## src/rtl/bag_pkg.sv

```systemverilog
package bag_pkg;

    localparam int BEAT_W = 2;

    typedef enum logic [1:0] {
        OP_HOLD  = 2'd0,
        OP_LOAD  = 2'd1,
        OP_DESEL = 2'd2,
        OP_STEP  = 2'd3
    } op_e;

    typedef enum logic {
        ORD_LIN = 1'b0,
        ORD_ILV = 1'b1
    } ord_e;

    function automatic logic [BEAT_W-1:0] beat_bits(
        input logic [BEAT_W-1:0] start,
        input logic [BEAT_W-1:0] n,
        input ord_e              ord
    );
        if (ord == ORD_ILV) begin
            return start ^ n;
        end
        return start + n;
    endfunction

endpackage

```

## src/rtl/bag_strobe_arb.sv

```systemverilog
module bag_strobe_arb
    import bag_pkg::*;
(
    input  logic load_cpu,
    input  logic load_ctl,
    input  logic advance,
    input  logic en_main,
    input  logic en_aux0,
    input  logic en_aux1,
    input  logic active,
    output op_e  op
);
    logic aux_ok;
    logic cpu_seen;

    assign aux_ok   = en_aux0 & en_aux1;
    assign cpu_seen = load_cpu & en_main;

    always_comb begin
        if (cpu_seen) begin
            op = aux_ok ? OP_LOAD : OP_DESEL;
        end else if (load_ctl) begin
            op = (en_main & aux_ok) ? OP_LOAD : OP_DESEL;
        end else if (advance & active) begin
            op = OP_STEP;
        end else begin
            op = OP_HOLD;
        end
    end
endmodule

```

## src/rtl/bag_beat_ctr.sv

```systemverilog
module bag_beat_ctr
    import bag_pkg::*;
(
    input  logic              clk,
    input  logic              rst,
    input  op_e               op,
    output logic [BEAT_W-1:0] cnt,
    output logic [BEAT_W-1:0] cnt_nxt
);
    assign cnt_nxt = cnt + 1'b1;

    always_ff @(posedge clk) begin
        if (rst) begin
            cnt <= '0;
        end else begin
            case (op)
                OP_LOAD, OP_DESEL: cnt <= '0;
                OP_STEP:           cnt <= cnt_nxt;
                default:           cnt <= cnt;
            endcase
        end
    end
endmodule

```

## src/rtl/bag_addr_hold.sv

```systemverilog
module bag_addr_hold
    import bag_pkg::*;
#(
    parameter int AW = 20
) (
    input  logic              clk,
    input  logic              rst,
    input  op_e               op,
    input  ord_e              ord,
    input  logic [AW-1:0]     addr_in,
    input  logic [BEAT_W-1:0] cnt_nxt,
    output logic [AW-1:0]     addr_q
);
    localparam int HI_W = AW - BEAT_W;

    logic [HI_W-1:0]   hi_q;
    logic [BEAT_W-1:0] lo_q;
    logic [BEAT_W-1:0] start_q;

    always_ff @(posedge clk) begin
        if (rst) begin
            hi_q    <= '0;
            lo_q    <= '0;
            start_q <= '0;
        end else begin
            case (op)
                OP_LOAD: begin
                    hi_q    <= addr_in[AW-1:BEAT_W];
                    lo_q    <= addr_in[BEAT_W-1:0];
                    start_q <= addr_in[BEAT_W-1:0];
                end
                OP_STEP: lo_q <= beat_bits(start_q, cnt_nxt, ord);
                default: ;
            endcase
        end
    end

    assign addr_q = {hi_q, lo_q};
endmodule

```

## src/rtl/burst_addr_gen.sv

```systemverilog
module burst_addr_gen
    import bag_pkg::*;
#(
    parameter int AW = 20
) (
    input  logic          clk,
    input  logic          rst,
    input  logic [AW-1:0] addr_in,
    input  logic          load_cpu,
    input  logic          load_ctl,
    input  logic          advance,
    input  logic          en_main,
    input  logic          en_aux0,
    input  logic          en_aux1,
    input  logic          order_sel,
    output logic [AW-1:0] word_addr,
    output logic          burst_on,
    output logic          selected
);
    op_e               op;
    logic              active_q;
    logic              sel_q;
    logic [BEAT_W-1:0] cnt;
    logic [BEAT_W-1:0] cnt_nxt;
    ord_e              ord;

    assign ord = ord_e'(order_sel);

    bag_strobe_arb u_arb (
        .load_cpu (load_cpu),
        .load_ctl (load_ctl),
        .advance  (advance),
        .en_main  (en_main),
        .en_aux0  (en_aux0),
        .en_aux1  (en_aux1),
        .active   (active_q),
        .op       (op)
    );

    bag_beat_ctr u_ctr (
        .clk     (clk),
        .rst     (rst),
        .op      (op),
        .cnt     (cnt),
        .cnt_nxt (cnt_nxt)
    );

    bag_addr_hold #(.AW(AW)) u_addr (
        .clk     (clk),
        .rst     (rst),
        .op      (op),
        .ord     (ord),
        .addr_in (addr_in),
        .cnt_nxt (cnt_nxt),
        .addr_q  (word_addr)
    );

    always_ff @(posedge clk) begin
        if (rst) begin
            active_q <= 1'b0;
            sel_q    <= 1'b0;
        end else if (op == OP_LOAD) begin
            active_q <= 1'b1;
            sel_q    <= 1'b1;
        end else if (op == OP_DESEL) begin
            active_q <= 1'b0;
            sel_q    <= 1'b0;
        end
    end

    assign burst_on = active_q;
    assign selected = sel_q;
endmodule

```

## config.mk

```make
export PLATFORM = sky130hd
export DESIGN_NAME = burst_addr_gen
export DESIGN_NICKNAME = d
export VERILOG_FILES = /design/src/rtl/bag_pkg.sv /design/src/rtl/bag_strobe_arb.sv /design/src/rtl/bag_beat_ctr.sv /design/src/rtl/bag_addr_hold.sv /design/src/rtl/burst_addr_gen.sv
export SDC_FILE = /design/constraint.sdc
export NUM_CORES = 1
export LEC_CHECK = 0
export ABC_CLOCK_PERIOD_IN_PS = 2100
export BUFFER_PORTS_ARGS = -buffer_cell sky130_fd_sc_hd__buf_2
export CORE_ASPECT_RATIO = 0.9
export CORE_MARGIN = 1.5
export CORE_UTILIZATION = 45
export DETAILED_ROUTE_END_ITERATION = 7
export PLACE_DENSITY_LB_ADDON = 0.12
export SKIP_LAST_GASP = 1
export SLEW_MARGIN = 20
export SYNTH_ARGS = -nofsm -noshare
export SYNTH_HDL_FRONTEND = slang
export SYNTH_SLANG_ARGS = --single-unit
export TNS_END_PERCENT = 20
```

## constraint.sdc

```tcl
create_clock -name clk -period 2.1 [get_ports clk]
set_input_delay 0.105 -clock clk [delete_from_list [all_inputs] [get_ports clk]]
set_output_delay 0.105 -clock clk [all_outputs]
set_load 0.02 [all_outputs]
```

==> results of run 1 <==
-- cells in the mapped netlist --
cell type	count
sky130_fd_sc_hd__a21oi_1	5
sky130_fd_sc_hd__nor3b_1	1
sky130_fd_sc_hd__dfxtp_1	25
sky130_fd_sc_hd__nor2b_1	1
sky130_fd_sc_hd__nor2_1	24
sky130_fd_sc_hd__clkbuf_1	3
sky130_fd_sc_hd__or4b_1	1
sky130_fd_sc_hd__o2111a_1	1
sky130_fd_sc_hd__o21ai_0	1
sky130_fd_sc_hd__xnor2_1	1
sky130_fd_sc_hd__xnor3_4	1
sky130_fd_sc_hd__and2b_2	1
sky130_fd_sc_hd__a31oi_1	1
sky130_fd_sc_hd__nand3_1	1
sky130_fd_sc_hd__ha_1	6
sky130_fd_sc_hd__inv_2	1
sky130_fd_sc_hd__a211oi_1	1
sky130_fd_sc_hd__a31o_2	1
sky130_fd_sc_hd__nand2_1	2
sky130_fd_sc_hd__buf_4	1
sky130_fd_sc_hd__buf_2	2
sky130_fd_sc_hd__mux2i_1	22
sky130_fd_sc_hd__inv_1	3
-- how the worst max path moves through the flow --
| stage | end | startpoint | slack [ps] |
|---|---|---|---|
| 2_1_floorplan | u_ctr.cnt[1] | selected | 350 |
| 3_3_place_gp | u_ctr.cnt[1] | load_cpu | 410 |
| 5_1_grt | u_ctr.cnt[1] | selected | 170 |
| 4_1_cts | u_ctr.cnt[1] | selected | 300 |
| 6_report | u_ctr.cnt[1] | selected | 300 |
| 3_5_place_dp | u_ctr.cnt[1] | selected | 330 |
-- metal layers --
layer  routed length (um)  share of wire (%)  GRT usage (%)
met1                  887                 42           18.2
met2                 1090                 51           30.9
met3                  144                6.7           6.44
met4                   12               0.56           3.75
met5                    0                  0              0
-- sequential cells by signal, summed over array words and instances, names as in the netlist --
register and flops:
u_addr.start_q 2, selected 1, u_addr.hi_q 18, u_ctr.cnt 2, u_addr.lo_q 2
-- repair_timing --
item,in CTS,in global routing
setup buffers,0,0
endpoints found under the hold margin,4,2
resized for setup,0,0
setup endpoints to repair,0,0
hold buffers,4,2
-- cells by family after synthesis --
| logic type | after synthesis | synth area share, % |
|---|---|---|
| AOI/OAI and AO/OA | 10 | 5.94 |
| xor gates and xnor gates | 2 | 3.26 |
| adders and majority gates | 6 | 6.99 |
| buffers and inverters | 10 | 4.08 |
| DFF | 25 | 46.6 |
| muxes | 22 | 20.5 |
| and+or+nand+nor | 31 | 12.6 |
-- metrics by stage --
| step | std cells | util, % | instance area (um2) |
|---|---|---|---|
| after global placement | 178 | 60.1 | 1340 |
| after detailed placement | 178 | 60.1 | 1340 |
| final | 188 | 64.2 | 1430 |
| after CTS | 186 | 63.3 | 1410 |
| after global routing | 188 | 64.2 | 1430 |
| after floorplan | 106 | - | 1070 |
-- cell type report --
cell class | instances | area (um2)
multi-input combinational | 71 | 529
clock inverter | 1 | 7.51
sequential | 25 | 500
fill | 203 | 796
clock buffer | 3 | 22.5
inverter | 4 | 15.0
tap | 27 | 33.8
timing repair buffer | 57 | 318
-- worst max-delay path: cells and delay by family (launching register included) --
kind / cells / cell delay (ps)
flip-flops: 1 / 420
AO/OA/AOI/OAI: 2 / 360
AND/OR/NAND/NOR: 2 / 600
adder cells (fa/ha/maj): 1 / 240
buffers and inverters: 1 / 130
-- power groups by stage --
stage	logic, W	clock network [W]	registers, W
finish	0.000108	0.000213	0.000490
global route	0.000120	0.000246	0.000491
CTS	0.000107	0.000230	0.000490
detailed placement	0.000100	0	0.000500
global placement	0.0000973	0	0.000500
floorplan	0.0000464	0	0.000511
==> parameters.txt, run 1 <==
Parameter                              Value

Outcome
  Status ... finished clean

Pwr
  Total internal power ... 0.000611 W
  Switching share of total power ... 24.7%
  Clock group share of total power ... 26.3%
  Seq pwr share ... 60.4%
  Static Leakage ... 0.665 nW
  Overall power ... 0.000811 W
  Part of the power in combinational logic ... 13.3%
  Net load switching power ... 0.000200 W
  Max IR drop VDD ... 0.549 mV
  Areal power density over the cells ... 569 mW/mm2

Finish
  Area overhead of the layout relative to synthesis ... 32.9%
  Most frequent standard cell in the layout excluding fill and tap cells ... sky130_fd_sc_hd__buf_2
  Final net count ... 197
  Antenna diode count ... 0
  Share of post-route cells with drive strength above 1 ... 36.6%
  Most frequent cells in the layout ... 50 x sky130_fd_sc_hd__buf_2, 25 x sky130_fd_sc_hd__dfxtp_1, 24 x sky130_fd_sc_hd__nor2_1

Worst setup path
  Crit end category ... flip-flop
  Critical setup path kind ... reg2reg
  CP Max Fanout ... 5
  FF-to-FF path depth ... 6
  Setup slack, reg-to-reg ... 300 ps
  Data arrival time of the worst path ... 2050 ps
  Reg2Reg Capture Point ... u_ctr.cnt[1]
  Biggest cell delay along the critical path ... 510 ps
  Worst path required time ... 2350 ps
  Worst flop-to-flop path startpoint ... selected
  Slowest cell on crit path ... sky130_fd_sc_hd__or4b_1
  Cell chain of the critical path ... nand2_1 -> a21oi_1 -> inv_1 -> ha_1 -> or4b_1 -> a21oi_1
  Cell type with the highest occurrence count on the critical path ... sky130_fd_sc_hd__a21oi_1
  Critical path startpoint category ... flip-flop

Worst hold path
  Endpoint of the worst hold-timing path ... u_addr.hi_q[5]
  Hold/Removal Path Class ... in2reg
  Start point of the worst min-delay path ... addr_in[7]
  Cell depth of the worst min-delay path ... 3

STA
  Aggregate negative setup slack ... 0 ps
  Hold Violations, Final ... 0
  Clock Skews ... 6.92 ps
  FMAX ... 0.556 GHz
  Worst-margin pin slew ... 469 ps
  Period Utilization, post-route ... 85.7%
  Number of endpoints failing setup at the final stage ... 0
  Unrepaired setup endpoints after global routing ... false
  Tightest hold margin ... 15.4 ps
  Final Worst Setup Slack ... 301 ps
  Final Max Tran Viols ... 0
  Final min period ... 1800 ps
  Tightest slew margin relative to the limit ... 68.8%

Job
  Max-cap viol count ... 0

Synthesis
  Area fraction of the dominant cell type after synthesis ... 46.6%
  Avg Inst Size Synth ... 10.1 um2
  Summed instance area of the synthesized netlist ... 0.00107 mm2
  Register area share after synthesis ... 46.6%
  Net count after synthesis ... 141
  Count of different cell masters after synthesis ... 23
  Number of instances in the synthesized netlist ... 106
  Yosys warning total ... 0
  Largest area contributor in the synthesized netlist ... sky130_fd_sc_hd__dfxtp_1
  FF+latch count, synth ... 25
  Biggest area contributors in the synthesized netlist ... sky130_fd_sc_hd__dfxtp_1 47%, sky130_fd_sc_hd__mux2i_1 21%, sky130_fd_sc_hd__nor2_1 8.4%

Global route
  Number of antenna violations at the first check in global routing ... 0
  GRT Total Usage ... 17.1%
  Number of global-route vias before repair ... 822
  GR Overflow Total ... 0
  Largest net degree at the start of global routing ... 27
  First-pass GRT wire length ... 3370 um

Route
  DR pass1 iterations ... 4
  Count of routing violations after the opening detailed-route iteration ... 6
  Routed Wire Length ... 2130 um
  Residual DRC count ... 0
  Drt wl/cell ... 11.4 um
  DRT antenna net count ... 0
  Via count of the routed design ... 914
  Detailed-route vias per instance ... 4.86

Die
  Number of I/O pins ... 51
  Starting utilization of the core area ... 48.3%
  Number of placement rows ... 16
  Die Width ... 54.5 um
  Die Footprint ... 0.00269 mm2
  Standard cell core area ... 0.00222 mm2
  Chip height ... 49.3 um

CTS
  Cts bufs inserted ... 3
  Number of levels in the clock H-tree ... 1
  Clk_lat worst skew ... 320 ps
  Clock Path Buffers ... 2
  Root Buffer ... sky130_fd_sc_hd__clkbuf_4
  CTS tree ... built
  Clk sink count ... 25
  Clock input transition at the sequential cells of the worst setup and hold paths ... 140 ps

Placed design
  RD Place Congestion ... 0.624
  Worst slack at placement ... 331 ps
  Total of buffers placed on input and output ports ... 50
  Half-perimeter wire length of the detailed placement result ... 1560 um
Power figures use the tool's default switching activity.
==> run 2: changes to the inputs <==
--- a/config.mk
+++ b/config.mk
@@ -12,6 +12,7 @@
 export CORE_UTILIZATION = 45
 export DETAILED_ROUTE_END_ITERATION = 7
 export PLACE_DENSITY_LB_ADDON = 0.12
+export REMOVE_ABC_BUFFERS = 1
 export SKIP_LAST_GASP = 1
 export SLEW_MARGIN = 20
 export SYNTH_ARGS = -nofsm -noshare
==> run 2 against run 1 <==
Final cell count fell by 3.2%. Worst hold slack improved by 4.0 ps. Total power shrank 2.1%. Flip-flop and latch count unchanged. Critical path type unchanged. Non-clock buffer count decreased by 6. Critical path depth stayed put. First-iteration DRC count increased by 50%. Fmax grew 2.3%. Register-to-register slack better by 40 ps. Sequential share of layout area is 1.6 points higher. Global-route usage fell by 0.062 points. Sequential power is essentially flat.
==> parameters.txt, run 2 (synthesis gave the netlist of run 1 again) <==
Parameter                              Value

STA
  Hold Violations, Final ... 0
  Period Utilization, post-route ... 83.8%
  Unrepaired setup endpoints after global routing ... false
  Aggregate negative setup slack ... 0 ps
  Number of endpoints failing setup at the final stage ... 0
  FMAX ... 0.568 GHz
  Final Worst Setup Slack ... 341 ps
  Final Max Tran Viols ... 0
  Tightest slew margin relative to the limit ... 70.1%
  Clock Skews ... 2.19 ps
  Worst-margin pin slew ... 448 ps
  Final min period ... 1760 ps

Worst setup path
  CP Max Fanout ... 5
  Crit end category ... flip-flop
  Worst flop-to-flop path startpoint ... selected
  Worst path required time ... 2350 ps
  Setup slack, reg-to-reg ... 340 ps
  Data arrival time of the worst path ... 2010 ps
  Kind of cell adding the most delay to the critical path ... simple AND/OR/NAND/NOR gates
  Biggest cell delay along the critical path ... 500 ps
  Critical path buffer and inverter count ... 1
  Number of stages on the worst setup path ... 6
  Critical setup path kind ... reg2reg
  Reg2Reg Capture Point ... u_ctr.cnt[1]
  Critical path startpoint category ... flip-flop
  Slowest cell on crit path ... sky130_fd_sc_hd__or4b_1
  FF-to-FF path depth ... 6
  Cell type with the highest occurrence count on the critical path ... sky130_fd_sc_hd__a21oi_1
  Cell chain of the critical path ... nand2_1 -> a21oi_1 -> inv_1 -> ha_1 -> or4b_1 -> a21oi_1

Worst hold path
  Hold/Removal Path Class ... in2reg
  Start point of the worst min-delay path ... addr_in[3]
  Cell depth of the worst min-delay path ... 3
  Endpoint of the worst hold-timing path ... u_addr.hi_q[1]

Finish
  Final net count ... 191
  Largest register FFs ... 18
  Most frequent cells in the layout ... 50 x sky130_fd_sc_hd__buf_2, 25 x sky130_fd_sc_hd__dfxtp_1, 24 x sky130_fd_sc_hd__nor2_1
  Filler-free cell count of the finished design ... 182
  Number of fillers in the final layout ... 204
  Antenna diode count ... 0
  Share of post-route cells with drive strength above 1 ... 37.4%
  Area overhead of the layout relative to synthesis ... 26.9%
  Most frequent standard cell in the layout excluding fill and tap cells ... sky130_fd_sc_hd__buf_2
  Largest register by flop count ... u_addr.hi_q

Placed design
  Cell Count Post-Placement ... 178
  Total of buffers placed on input and output ports ... 50
  Half-perimeter wire length of the detailed placement result ... 1530 um
  RD Place Congestion ... 0.783
  Worst slack at placement ... 347 ps

Pwr
  Overall power ... 0.000795 W
  Static Leakage ... 0.641 nW
  Max IR drop VDD ... 0.578 mV
  Areal power density over the cells ... 583 mW/mm2

Die
  Chip height ... 49.3 um
  Die Width ... 54.5 um
  Standard cell core area ... 0.00222 mm2
  Number of I/O pins ... 51
  Starting utilization of the core area ... 48.3%
  Number of placement rows ... 16
  Die Footprint ... 0.00269 mm2

CTS
  Number of hold buffers added after CTS ... 0
  Clk sink count ... 25
  Number of levels in the clock H-tree ... 1
  Clock input transition at the sequential cells of the worst setup and hold paths ... 120 ps
  Total setup buffers inserted after CTS ... 0
  Post-cts repair resize count ... 0
  Cts bufs inserted ... 3
  Clock Path Buffers ... 2
  Root Buffer ... sky130_fd_sc_hd__clkbuf_4
  Clk_lat worst skew ... 310 ps
  CTS tree ... built

Global route
  GR Overflow Total ... 0
  GRT Total Usage ... 17.1%
  First-pass GRT wire length ... 3390 um
  Largest net degree at the start of global routing ... 27
  Number of antenna violations at the first check in global routing ... 0
  Number of global-route vias before repair ... 831

Route
  Count of routing violations after the opening detailed-route iteration ... 9
  Residual DRC count ... 0
  Via count of the routed design ... 878
  Drt wl/cell ... 11.0 um
  DR pass1 iterations ... 4
  Routed Wire Length ... 2000 um
  Detailed-route vias per instance ... 4.82
  DRT antenna net count ... 0

Outcome
  Status ... finished clean

Job
  Max-cap viol count ... 0
[run 2: worst max-delay path by stage]
stage | start | end | slack [ps]
4_1_cts | selected | u_ctr.cnt[1] | 340
6_report | selected | u_ctr.cnt[1] | 340
3_3_place_gp | load_cpu | u_ctr.cnt[1] | 410
3_5_place_dp | load_cpu | u_ctr.cnt[1] | 350
2_1_floorplan | selected | u_addr.hi_q[0] | 4
5_1_grt | selected | u_ctr.cnt[1] | 230
[run 2: stage by stage]
step | hold slack, ps | util, % | area, um2
finish | 19.4 | 61.3 | 1360
global route | 15.9 | 61.3 | 1360
CTS | 2.97 | 61.3 | 1360
detailed placement | 347 | 60.1 | 1340
global placement | 337 | 60.1 | 1340
floorplan | 174 | - | 1040
[run 2: cell type report]
cell class,instances,area (um2),area share [%]
clock buffer,4,26.3,1.93
inverter,4,15.0,1.10
multi-input combinational,71,529,38.8
sequential,25,500,36.7
tap,27,33.8,2.48
timing repair buffer,51,258,18.9
[run 2: metal layers]
metal / up-vias / global-route usage, % / routed length [um]
met5: - / 0 / 0
met4: 0 / 3.75 / 15
met2: 27 / 29.5 / 1000
met3: 2 / 6.44 / 109
met1: 393 / 19.3 / 871
li1: 456 / - / -
[run 2: power by group]
group	leakage, nW	total (W)	switching, W	internal, W
clock network	0.0150	0.000206	0.000132	0.0000741
logic	0.424	0.0000992	0.0000527	0.0000465
registers	0.202	0.000490	0.00000530	0.000484
total	0.641	0.000795	0.000190	0.000605
[run 2: worst reg2reg max path, stage by stage (launching register included)]
cell and delay [ps]:
sky130_fd_sc_hd__dfxtp_1 400, sky130_fd_sc_hd__nand2_1 70, sky130_fd_sc_hd__a21oi_1 230, sky130_fd_sc_hd__inv_1 130
sky130_fd_sc_hd__ha_1 240, sky130_fd_sc_hd__or4b_1 500, sky130_fd_sc_hd__a21oi_1 140
